File: config.mk
export PLATFORM = sky130hd
export DESIGN_NAME = punct_acq_seq
export DESIGN_NICKNAME = d
export VERILOG_FILES = /design/src/rtl/punct_acq_pkg.sv /design/src/rtl/punct_cond_map.sv /design/src/rtl/punct_win_timer.sv /design/src/rtl/punct_acq_fsm.sv /design/src/rtl/punct_acq_seq.sv
export SDC_FILE = /design/constraint.sdc
export NUM_CORES = 1
export LEC_CHECK = 0
export BUFFER_PORTS_ARGS = -buffer_cell sky130_fd_sc_hd__clkbuf_2
export CAP_MARGIN = 20
export CORE_UTILIZATION = 56
export CTS_CLUSTER_DIAMETER = 100
export CTS_CLUSTER_SIZE = 20
export DETAILED_ROUTE_END_ITERATION = 6
export PLACE_DENSITY = 0.85
export SLEW_MARGIN = 20
export SYNTH_ARGS = -nofsm -noshare
export SYNTH_HDL_FRONTEND = slang
export SYNTH_HIERARCHICAL = 1
export SYNTH_SLANG_ARGS = --single-unit
File: constraint.sdc
create_clock -name clk -period 3.6 [get_ports clk]
set_clock_uncertainty 0.1 [all_clocks]
set_input_delay 0.36 -clock clk [delete_from_list [all_inputs] [get_ports clk]]
set_output_delay 0.36 -clock clk [all_outputs]
set_load 0.03 [all_outputs]
File: src/rtl/punct_acq_pkg.sv
package punct_acq_pkg;
  localparam int N_RATES = 5;
  localparam int RATE_W  = 3;
  localparam int PH_W    = 3;

  typedef enum logic [1:0] {
    ST_IDLE   = 2'd0,
    ST_SEARCH = 2'd1,
    ST_LOCK   = 2'd2
  } acq_state_e;

  // puncture ambiguity count for a rate code
  function automatic int phases_of(int code);
    case (code)
      0:       return 2;
      1:       return 6;
      2:       return 4;
      3:       return 6;
      4:       return 8;
      default: return 1;
    endcase
  endfunction

  // rate code visited at a given position of the search order
  function automatic int rate_at(int pos);
    case (pos)
      0:       return 2;
      1:       return 1;
      2:       return 3;
      3:       return 4;
      default: return 0;
    endcase
  endfunction

  function automatic int base_of(int pos);
    int b;
    b = 0;
    for (int i = 0; i < pos; i++) b += phases_of(rate_at(i));
    return b;
  endfunction

  localparam int N_COND = base_of(N_RATES);
  localparam int COND_W = $clog2(N_COND);
endpackage

File: src/rtl/punct_cond_map.sv
module punct_cond_map
  import punct_acq_pkg::*;
(
  input  logic [COND_W-1:0] cond,
  output logic [RATE_W-1:0] rate,
  output logic [PH_W-1:0]   phase
);
  logic [N_RATES-1:0] below_end;
  logic [N_RATES-1:0] hit;
  logic [PH_W-1:0]    ph_g [N_RATES];

  for (genvar g = 0; g < N_RATES; g++) begin : g_grp
    localparam int BASE = base_of(g);
    localparam int ENDP = base_of(g + 1);
    assign below_end[g] = {1'b0, cond} < (COND_W+1)'(ENDP);
    assign ph_g[g]      = PH_W'(cond - COND_W'(BASE));
    if (g == 0) begin : g_first
      assign hit[g] = below_end[g];
    end else begin : g_rest
      assign hit[g] = below_end[g] & ~below_end[g-1];
    end
  end

  always_comb begin
    rate  = '0;
    phase = '0;
    for (int i = 0; i < N_RATES; i++) begin
      if (hit[i]) begin
        rate  = RATE_W'(rate_at(i));
        phase = ph_g[i];
      end
    end
  end
endmodule

File: src/rtl/punct_win_timer.sv
module punct_win_timer #(
  parameter int WIN_W = 16
) (
  input  logic             clk,
  input  logic             rst_n,
  input  logic             clr,
  input  logic [WIN_W-1:0] win_len,
  output logic             last
);
  logic [WIN_W-1:0] cnt;
  logic [WIN_W:0]   cnt_inc;

  assign cnt_inc = {1'b0, cnt} + (WIN_W+1)'(1);
  assign last    = cnt_inc >= {1'b0, win_len};

  always_ff @(posedge clk) begin
    if (!rst_n)            cnt <= '0;
    else if (clr || last)  cnt <= '0;
    else                   cnt <= cnt_inc[WIN_W-1:0];
  end

  // the count never passes a steady window length
  a_r3_cnt_in_window: assert property (@(posedge clk) disable iff (!rst_n)
    (win_len != '0 && $stable(win_len)) |-> cnt < win_len);
endmodule

File: src/rtl/punct_acq_fsm.sv
module punct_acq_fsm
  import punct_acq_pkg::*;
#(
  parameter int MISS_W = 4
) (
  input  logic              clk,
  input  logic              rst_n,
  input  logic              start,
  input  logic              dec_lock,
  input  logic              win_last,
  input  logic [MISS_W-1:0] miss_limit,
  output logic              timer_clr,
  output logic [COND_W-1:0] cond,
  output logic              rot,
  output logic              locked
);
  localparam logic [COND_W-1:0] LAST_COND = COND_W'(N_COND - 1);

  acq_state_e        state;
  logic [COND_W-1:0] cond_q;
  logic              rot_q;
  logic [MISS_W-1:0] miss_q;
  logic              seen_q;
  logic              seen_now;
  logic [MISS_W:0]   miss_inc;
  logic [MISS_W:0]   miss_lim;
  logic              lost;

  assign seen_now = seen_q | dec_lock;
  assign miss_inc = {1'b0, miss_q} + (MISS_W+1)'(1);
  assign miss_lim = (miss_limit == '0) ? (MISS_W+1)'(1) : {1'b0, miss_limit};
  assign lost     = miss_inc >= miss_lim;

  always_ff @(posedge clk) begin
    if (!rst_n) begin
      state  <= ST_IDLE;
      cond_q <= '0;
      rot_q  <= 1'b0;
      miss_q <= '0;
      seen_q <= 1'b0;
    end else if (start) begin
      state  <= ST_SEARCH;
      cond_q <= '0;
      rot_q  <= 1'b0;
      miss_q <= '0;
      seen_q <= 1'b0;
    end else begin
      case (state)
        ST_SEARCH: begin
          if (dec_lock) begin
            state  <= ST_LOCK;
            miss_q <= '0;
            seen_q <= 1'b0;
          end else if (win_last) begin
            if (cond_q == LAST_COND) begin
              cond_q <= '0;
              rot_q  <= ~rot_q;
            end else begin
              cond_q <= cond_q + COND_W'(1);
            end
          end
        end
        ST_LOCK: begin
          if (win_last) begin
            seen_q <= 1'b0;
            if (seen_now) begin
              miss_q <= '0;
            end else if (lost) begin
              state  <= ST_SEARCH;
              cond_q <= '0;
              rot_q  <= 1'b0;
              miss_q <= '0;
            end else begin
              miss_q <= miss_inc[MISS_W-1:0];
            end
          end else begin
            seen_q <= seen_now;
          end
        end
        default: ;
      endcase
    end
  end

  assign timer_clr = start | (state == ST_IDLE) | ((state == ST_SEARCH) & dec_lock);
  assign cond      = cond_q;
  assign rot       = rot_q;
  assign locked    = (state == ST_LOCK);

  // idle persists until start
  a_r1_idle_hold: assert property (@(posedge clk) disable iff (!rst_n)
    (state == ST_IDLE && !start) |=> state == ST_IDLE);
  // no step inside a window
  a_r3_hold_in_window: assert property (@(posedge clk) disable iff (!rst_n)
    (state == ST_SEARCH && !win_last && !start) |=> $stable(cond_q));
  // rotation flips only with a wrap to candidate 0
  a_r4_rot_on_wrap: assert property (@(posedge clk) disable iff (!rst_n)
    !$stable(rot_q) |-> cond_q == '0);
  // lock seen while searching is taken on the next clock
  a_r5_lock_entry: assert property (@(posedge clk) disable iff (!rst_n)
    (state == ST_SEARCH && dec_lock && !start) |=> locked);
  // frozen selection while locked
  a_r5_frozen: assert property (@(posedge clk) disable iff (!rst_n)
    (locked && $past(locked)) |-> ($stable(cond_q) && $stable(rot_q)));
  // leaving lock always lands on candidate 0, rotation 0
  a_r6_restart_point: assert property (@(posedge clk) disable iff (!rst_n)
    $fell(locked) |-> (cond_q == '0 && !rot_q));
endmodule

File: src/rtl/punct_acq_seq.sv
module punct_acq_seq
  import punct_acq_pkg::*;
#(
  parameter int WIN_W  = 16,
  parameter int MISS_W = 4
) (
  input  logic              clk,
  input  logic              rst_n,
  input  logic              start,
  input  logic              dec_lock,
  input  logic [WIN_W-1:0]  win_len,
  input  logic [MISS_W-1:0] miss_limit,
  output logic [RATE_W-1:0] rate_code,
  output logic [PH_W-1:0]   phase_idx,
  output logic              rot90,
  output logic              locked,
  output logic [COND_W-1:0] cond_idx
);
  logic timer_clr;
  logic win_last;

  punct_win_timer #(.WIN_W(WIN_W)) u_timer (
    .clk     (clk),
    .rst_n   (rst_n),
    .clr     (timer_clr),
    .win_len (win_len),
    .last    (win_last)
  );

  punct_acq_fsm #(.MISS_W(MISS_W)) u_fsm (
    .clk        (clk),
    .rst_n      (rst_n),
    .start      (start),
    .dec_lock   (dec_lock),
    .win_last   (win_last),
    .miss_limit (miss_limit),
    .timer_clr  (timer_clr),
    .cond       (cond_idx),
    .rot        (rot90),
    .locked     (locked)
  );

  punct_cond_map u_map (
    .cond  (cond_idx),
    .rate  (rate_code),
    .phase (phase_idx)
  );

  // candidate and phase ranges
  a_r8_cond_range: assert property (@(posedge clk) disable iff (!rst_n)
    int'(cond_idx) < N_COND);
  a_r8_phase_range: assert property (@(posedge clk) disable iff (!rst_n)
    int'(phase_idx) < phases_of(int'(rate_code)));
endmodule

Word-level counts from Yosys, hierarchy flattened

Cells that the tools add are included.

Add/subtract/negate cells: 7
Multiply operators: 0
Divide/modulo/power cells: 0
Order comparisons: 7
Equal/unequal tests: 14
Shift-type cells: 0
Multiplexer cells: 39
Bitwise operators: 14
Reduce and logical (&&, ||, !) cells: 13

Operators by type and width:

| cell                    | number |
|---|---|
| $mux W5                 | 6 |
| $mux W3                 | 7 |
| $mux W4                 | 5 |
| $add A16 B1 Y17 const B | 1 |
| $ge A17 B16 Y1          | 1 |
| $lt A5 B5 Y1 const B    | 3 |
| $mux W2                 | 7 |
| $pmux W5 S2             | 1 |
| $reduce_and A5 Y1       | 2 |
| $mux W1                 | 9 |
| $ne A2 B2 Y1 const B    | 4 |
| $pmux W4 S2             | 1 |
| $reduce_and A7 Y1       | 1 |
| $ne A2 B1 Y1 const B    | 3 |
| $ne A3 B2 Y1 const B    | 2 |
| $ne A3 B3 Y1 const B    | 2 |
| $not A1 Y1              | 6 |
| $reduce_and A6 Y1       | 1 |
| $sub A3 B1 Y3 const B   | 2 |
| $add A4 B1 Y5 const B   | 1 |
| $add A5 B1 Y5 const B   | 1 |
| $and A1 B1 Y1           | 5 |
| $eq A5 B5 Y1 const B    | 1 |
| $ge A5 B5 Y1            | 1 |
| other kinds (17)        | 21 |

Bits in registers: 29
Bits in latches: 0
Bits in writable memories: 0
Bits in read-only memories: 0
Input port bits: 24
Output and inout port bits: 13
Word-level logic and storage cells: 101
Memories: 0

Longest topological paths before layout

Gate-level depths: netlist of run 1.

Depth after elaboration: 8
Gate-level depth with buffers: 14
Depth with buffers taken out: 14

Cells and area by module

The synthesis of run 1 kept the hierarchy.

Modules (own cells, without submodules):

| module          | instances | cells an instance | area an instance (µm²) | sequential area each (µm²) |
|---|---|---|---|---|
| punct_win_timer | 1         | 133               | 1147.4                 | 320.3 |
| punct_acq_fsm   | 1         | 106               | 922.1                  | 260.2 |
| punct_cond_map  | 1         | 15                | 118.9                  | 0.0 |

Worst setup path after synthesis of run 1

No wires, ideal clock.

Kind: register to register
Start point: reg u_timer.cnt[0]
End point: reg u_fsm.miss_q[2]
Setup time: 57 ps
Data arrival time: 2869 ps
Data required time: 3443 ps
Path slack: 574 ps
Cell stages (with the launch flop): 15
Path buffers: 0
Period minus slack after synthesis: 3026 ps
Cell sequence: dfxtp_1 -> ha_1 -> nand3_1 -> nor3_2 -> xor2_1 -> ha_1 -> nand3_1 -> nor3_1 -> o311ai_2 -> nand4_1 -> and4bb_1 -> nand3_1 -> a211o_1 -> a21oi_1 -> a21o_1

Cells in the longest elaborated chain, start to end: 4

RTL lines:

| element                            | RTL line              | RTL |
|---|---|---|
| start: declaration                 | punct_win_timer.sv:10 | `logic [WIN_W-1:0] cnt;` |
| start signal: assignment           | punct_win_timer.sv:19 | `else cnt <= cnt_inc[WIN_W-1:0];` |
| $add A16 B1 Y17                    | punct_win_timer.sv:13 | `assign cnt_inc = {1'b0, cnt} + (WIN_W+1)'(1);` |
| named net u_timer.cnt_inc[14]      | punct_win_timer.sv:11 | `logic [WIN_W:0] cnt_inc;` |
| $ge A17 B16 Y1                     | punct_win_timer.sv:14 | `assign last = cnt_inc >= {1'b0, win_len};` |
| named net win_last                 | punct_acq_seq.sv:20   | `logic win_last;` |
| $ne A2 B1 Y1 (no source line)      | -                     |  |
| $reduce_and A3 Y1 (no source line) | -                     |  |
| end signal: assignment             | punct_acq_fsm.sv:74   | `miss_q <= miss_inc[MISS_W-1:0];` |
| end: declaration                   | punct_acq_fsm.sv:22   | `logic [MISS_W-1:0] miss_q;` |

The timed path passes the listed nets, and every way through them passes these cells.
A chain may end at the register's enable or synchronous reset.

Worst setup path in the final report of run 1

Start point: reg u_timer.cnt[1]
End point: reg u_fsm.rot_q (netlist: u_fsm/rot)

Cells in the longest elaborated chain, start to end: 4
Elaborated cells between the ends (all ways): 5
Classes of those cells: add/sub (1); order compare (1); eq/ne (2); reduce/logical (1)

RTL lines:

| element                                                       | RTL line              | RTL |
|---|---|---|
| $add A16 B1 Y17 (*)                                           | punct_win_timer.sv:13 |  |
| named net u_timer.cnt_inc[14]                                 | punct_win_timer.sv:11 |  |
| $ge A17 B16 Y1 (*)                                            | punct_win_timer.sv:14 |  |
| named net win_last                                            | punct_acq_seq.sv:20   |  |
| $ne A2 B2 Y1 (no source line) or $ne A2 B1 Y1 (tied branches) | -                     |  |
| $reduce_and A7 Y1 (no source line) (*)                        | -                     |  |
| end signal: assignment                                        | punct_acq_fsm.sv:57   | `rot_q <= ~rot_q;` |
| end: declaration                                              | punct_acq_fsm.sv:21   | `logic rot_q;` |

Mark *: on every way through the listed nets, which the timed path passes. The rest lies on a longest branch.

==> results of run 1 <==
## routing by layer
| metal | GRT usage, % | wire (µm) |
|---|---|---|
| met1 | 29.1 | 2110 |
| met2 | 38.3 | 2150 |
| met3 | 4.05 | 168 |
| met4 | 11.9 | 106 |
| met5 | 0 | 0 |
## placed cells by master, fill, tap and decap left out, drive strengths merged, types with 12 or more instances in the layout
cell type,instances
dfxtp,29
nor2,12
ha,28
nand3,13
nor2b,18
clkbuf,43
a21oi,14
inv,32
nand2,19
## power by group
part | switching (W) | internal, W
Combinational | 0.0000399 | 0.0000296
Sequential | 0.00000176 | 0.000324
Clock | 0.000109 | 0.000151
Total | 0.000150 | 0.000504
## kinds of logic (layout without fill, tap and decap cells)
family / Yosys count / in the layout / share of synthesized area, %
and+or+nand+nor: 95 / 95 / 26.8
buffers and inverters: 35 / 76 / 6.40
xor gates and xnor gates: 15 / 15 / 6.00
AOI/OAI and AO/OA: 48 / 48 / 16.2
DFF: 29 / 29 / 26.5
adders and majority gates: 28 / 28 / 16.0
muxes: 4 / 4 / 2.12
## final cells by class
class	instances	share of cell area (%)
Timing Repair Buffer	37	7.48
Sequential cell	29	23.1
Clock buffer	7	3.44
Tap cell	48	2.39
Multi-Input combinational cell	190	58.8
Inverter	32	4.79
## final timing paths
check        slack [ns]           start  cells past startpoint             end
min                0.26           rst_n                      2  u_fsm/state[0]
max reg2reg        0.28  u_timer/cnt[1]                     14       u_fsm/rot
max                0.28  u_timer/cnt[1]                     14       u_fsm/rot
min reg2reg        0.40       u_fsm/rot                      2       u_fsm/rot
## state kept, by name, summed over array words and instances, names as in the netlist
name          count
u_timer/cnt      16
u_fsm/state       2
u_fsm/cond        5
u_fsm/rot         1
u_fsm/seen_q      1
u_fsm/miss_q      4
## worst max-delay path, cell delays in order, from the launching register on
cell and delay, ns:
dfxtp_1 0.43, ha_2 0.29, nand3_1 0.15, nor3_2 0.23, xor2_1 0.11, ha_1 0.30
nand3_1 0.14, nor3_2 0.28, o311ai_2 0.18, nand4_1 0.23, nand2b_4 0.11, o21ai_0 0.15
nand3_1 0.12, or3_1 0.32, a21oi_1 0.12
## per-stage QoR
stage / power, W / hold WS (ns)
after global placement: 0.000398 / 0.382
after detailed placement: 0.000401 / 0.392
after global routing: 0.000689 / 0.274
after CTS: 0.000659 / 0.249
final: 0.000655 / 0.256
after floorplan: 0.000376 / 0.366
==> results.toml, run 1 <==
[outcome]
status = "finished, final reports clean"

[clock_network]
clk_path_buf_depth = 2
cts_sinks = 29
clk_pin_slew_ns = 0.06
postCtsSetupRepairBufs = 0
cts_resized = 0
worstSkewPairLatency_ns = 0.27
cts_hold_buf = 0
htreeDepth = 2
cts_tree = "built"
root_buffer = "clkbuf_8"
cts_inserted_buffers = 5

[finish]
utilization_pct = 67.5
multi_input_area_mm2 = 0.00148
drive_gt1_share_pct = 22.4
area_growth_pct = 14.7
finalNonFillerCells = 343
fin_area_mm2 = 0.00251
fillerInstances = 304
nets = 347
diodes = 0
seq_area_um2 = 581

[placed_design]
gp_congestion = 0.884
placed_cells_incl_taps = 336
placed_area_mm2 = 0.00242
pre_cts_slack_ns = 0.167
io_buffers = 36
hpwl_mm = 3.56

[logic_synthesis]
synth_cell_types = 55
syn_nets = 306
postSynthCellCount = 254
ys.warnings.count = 6
netlist.area_leader.share_pct = 26.5
ys.flop_type = "dfxtp_1"
synthMostInstantiatedCell = "inv_1"
seq_area_frac_synth_pct = 26.5
async_flop_share_pct = 0
post-synth-top-area-cell = "dfxtp_1"
synth_edf_count = 0
synth_area_per_cell_um2 = 8.62
yosys-top-cells-count = "32 x inv_1, 29 x dfxtp_1, 28 x ha_1, 18 x nand2_1, 17 x nor2b_1"
ys_seq_elements = 29
netlist_area_mm2 = 0.00219
synth_area_leaders = "dfxtp_1 27%, ha_1 16%, inv_1 5.5%"

[power]
power_density_mw_per_mm2 = 261
power_leakage_nw = 1.18
vdd_ir_drop_max_v = 0.000207

[floorplanning]
io-pin-count = 37
dieArea_mm2 = 0.00416
num_rows = 22
die_h_um = 64.5
die_w_um = 64.5
initial_utilization_pct = 58.9
core-area_mm2 = 0.00372

[sta]
final.setup.tns_ns = 0
min_period_ns = 3.32
fmax_mhz = 302
worst_pin_slew_ns = 0.465
setup_viol = 0
hold_viol = 0
period_share_pct = 92.1
slew_violations = 0
setup_slack_ns = 0.285
relSlewSlack_pct = 69.0

[critical_path]
worstPathMaxFanout = 6
arrival_ns = 3.42
cp_data_required_time_ns = 3.70
cp-start-kind = "flip-flop"
worstSetupPathType = "reg -> reg"
cp-end-kind = "flip-flop"

[detailed_routing]
vias = 1919
routedWlPerCell_um = 13.2
ant_nets = 0
drt-vias-per-instance = 5.59
drt_first_pass_iters = 4
wirelength_mm = 4.53
drcViolationCount = 0
drt-initial-drc-count = 114

[global_routing]
grt_pass1_wl_mm = 7.62
grt_max_degree = 17
grt_antenna_before_repair = 0
track_usage_pct = 23.3
overflow = 0
grt_pass1_vias = 1767

[hold_path]
hold_class = "in -> reg"

[flow_run]
maxCapViolCount = 0
Note: power is estimated with default switching activity, not from simulation.
==> inputs of run 2 (changes only) <==
- CORE_UTILIZATION: 56 -> 25
- PLACE_DENSITY: 0.85 -> 0.47
- SYNTH_HIERARCHICAL: 1 -> unset
==> results.toml, run 2 <==
[global_routing]
grt_pass1_vias = 1896
grt_pass1_wl_mm = 8.43
grt_max_degree = 17
overflow = 0
grt_antenna_before_repair = 0
track_usage_pct = 11.9

[detailed_routing]
drt-vias-per-instance = 4.57
drcViolationCount = 0
vias = 1861
drt-initial-drc-count = 56
wirelength_mm = 4.71
drt_first_pass_iters = 4
routedWlPerCell_um = 11.6
ant_nets = 0

[flow_run]
maxCapViolCount = 0

[clock_network]
cts_tree = "built"
cts_inserted_buffers = 5
root_buffer = "clkbuf_8"
htreeDepth = 2
worstSkewPairLatency_ns = 0.27
clk_path_buf_depth = 2
cts_sinks = 29
clk_pin_slew_ns = 0.06

[sta]
final.setup.tns_ns = 0
period_share_pct = 91.1
fmax_mhz = 305
setup_viol = 0
slew_violations = 0
min_period_ns = 3.28
hold_viol = 0
worst_pin_slew_ns = 0.633
relSlewSlack_pct = 57.7
rsz0062_at_grt = "no"

[floorplanning]
initial_utilization_pct = 25.9
core-area_mm2 = 0.00826
io-pin-count = 37
die_w_um = 94.4
dieArea_mm2 = 0.00892
num_rows = 33
die_h_um = 94.4

[power]
swShare_pct = 26.1
p_int_w = 0.000500
vdd_ir_drop_max_v = 0.0000952
power_frac_comb_pct = 13.7
clkPwrFrac_pct = 37.8
p_seq_share_pct = 48.5
p_switching_w = 0.000177
total_power_w = 0.000677
power_leakage_nw = 1.22
power_density_mw_per_mm2 = 262

[logic_synthesis]
seq_area_frac_synth_pct = 27.2
synth.area.mux_share_pct = 2.34
synth_area_per_cell_um2 = 8.31
ys.flop_type = "dfxtp_1"
synth_top_family_by_area = "simple AND/OR/NAND/NOR gates"
synth_fa_ha_area_share_pct = 17.0
synth_area_leaders = "dfxtp_1 27%, ha_1 17%, nor2b_1 6.2%"
synthXorXnorAreaFrac_pct = 6.56
syn_nets = 310
yosys.area_share.simple_pct = 25.3
synth_cell_types = 44
ys_seq_elements = 29
synth_compound_area_share_pct = 15.3
yosys-top-cells-count = "29 x dfxtp_1, 29 x ha_1, 28 x inv_1, 21 x nor2b_1, 17 x nand2_1"
ys.warnings.count = 0
netlist_area_mm2 = 0.00214
async_flop_share_pct = 0
netlist.area_leader.share_pct = 27.2
postSynthCellCount = 257
post-synth-top-area-cell = "dfxtp_1"
synth_edf_count = 0

[finish]
utilization_pct = 31.3
fin_area_mm2 = 0.00259
largest_reg_flops = 16
diodes = 0
regMostFlops = "u_timer.cnt"
layout_commonest_cell = "clkbuf_2"
area_growth_pct = 21.1
drive_gt1_share_pct = 19.9
final_cell_mix = "36 x clkbuf_2, 29 x dfxtp_1, 28 x inv_1, 28 x ha_1, 21 x nor2b_1"
nets = 354

[critical_path]
worstPathMaxFanout = 7
cp_data_required_time_ns = 3.70
arrival_ns = 3.38
worstSetupPathType = "reg -> reg"
cp-start-kind = "flip-flop"
cp-end-kind = "flip-flop"

[outcome]
status = "finished, final reports clean"

[placed_design]
io_buffers = 36
hpwl_mm = 3.67
placed_area_mm2 = 0.00247
gp_congestion = 0.827

[hold_path]
hold_class = "in -> reg"
[run 2: final timing paths]
check | start | end | slack (ns) | depth (start not counted)
setup reg to reg | u_timer.cnt[0] | u_fsm.cond[1] | 0.32 | 12
setup / recovery | u_timer.cnt[0] | u_fsm.cond[1] | 0.32 | 12
hold reg to reg | u_fsm.rot | u_fsm.rot | 0.39 | 2
hold / removal | start | u_fsm.state[0] | 0.24 | 2
[run 2: stage by stage]
stage	cells	setup WS (ns)	hold slack [ns]
2_1_floorplan	257	0.309	0.344
3_5_place_dp	398	0.141	0.379
4_1_cts	406	0.103	0.233
3_3_place_gp	398	0.188	0.364
6_report	407	0.320	0.236
5_1_grt	407	0.00817	0.256
[run 2: layer usage]
| metal | vias up | wire length [µm] | track usage (%) |
|---|---|---|---|
| met1 | 838 | 2210 | 14.8 |
| met2 | 33 | 2260 | 20.5 |
| met3 | 5 | 192 | 2.58 |
| li1 | 985 | - | - |
| met4 | 0 | 40 | 3.85 |
| met5 | - | 0 | 0 |
[run 2: layout make-up]
| cell class | instances | area [µm²] |
|---|---|---|
| fill | 910 | 5670 |
| multi-input combinational | 193 | 1450 |
| sequential | 29 | 581 |
| timing repair buffer | 44 | 240 |
| tap | 105 | 131 |
| inverter | 28 | 105 |
| clock buffer | 8 | 80.1 |
[run 2: worst max-delay path, cell delays in order (launching register included)]
cell and delay (ns):
dfxtp_1 0.43, ha_4 0.21, nand3_1 0.09, xnor2_1 0.20, ha_1 0.29, and4_1 0.19, a31o_1 0.22, a221o_1 0.38
a2111oi_4 0.43, buf_4 0.20, o41ai_4 0.09, a31o_1 0.26, a21oi_1 0.12
[run 2: what timing repair did]
action	4_1_cts	5_1_grt
hold buffers	0	0
endpoints found under the setup margin	0	27
buffers inserted	0	1
resized for setup	0	6
[run 2: cell families (layout without fill, tap and decap cells)]
logic type | after synthesis | after routing
compound gates | 44 | 44
xor+xnor | 16 | 16
fa+ha+maj | 29 | 29
buf+inv | 35 | 80
flops | 29 | 29
mux | 5 | 5
simple gates | 99 | 99
[run 2: power by group through the flow]
stage | clock, W | sequential [W] | combinational [W]
after detailed placement | 0 | 0.000335 | 0.0000923
after global routing | 0.000283 | 0.000329 | 0.000108
after global placement | 0 | 0.000335 | 0.0000920
after CTS | 0.000264 | 0.000328 | 0.0000932
after floorplan | 0 | 0.000337 | 0.0000577
final | 0.000256 | 0.000328 | 0.0000928
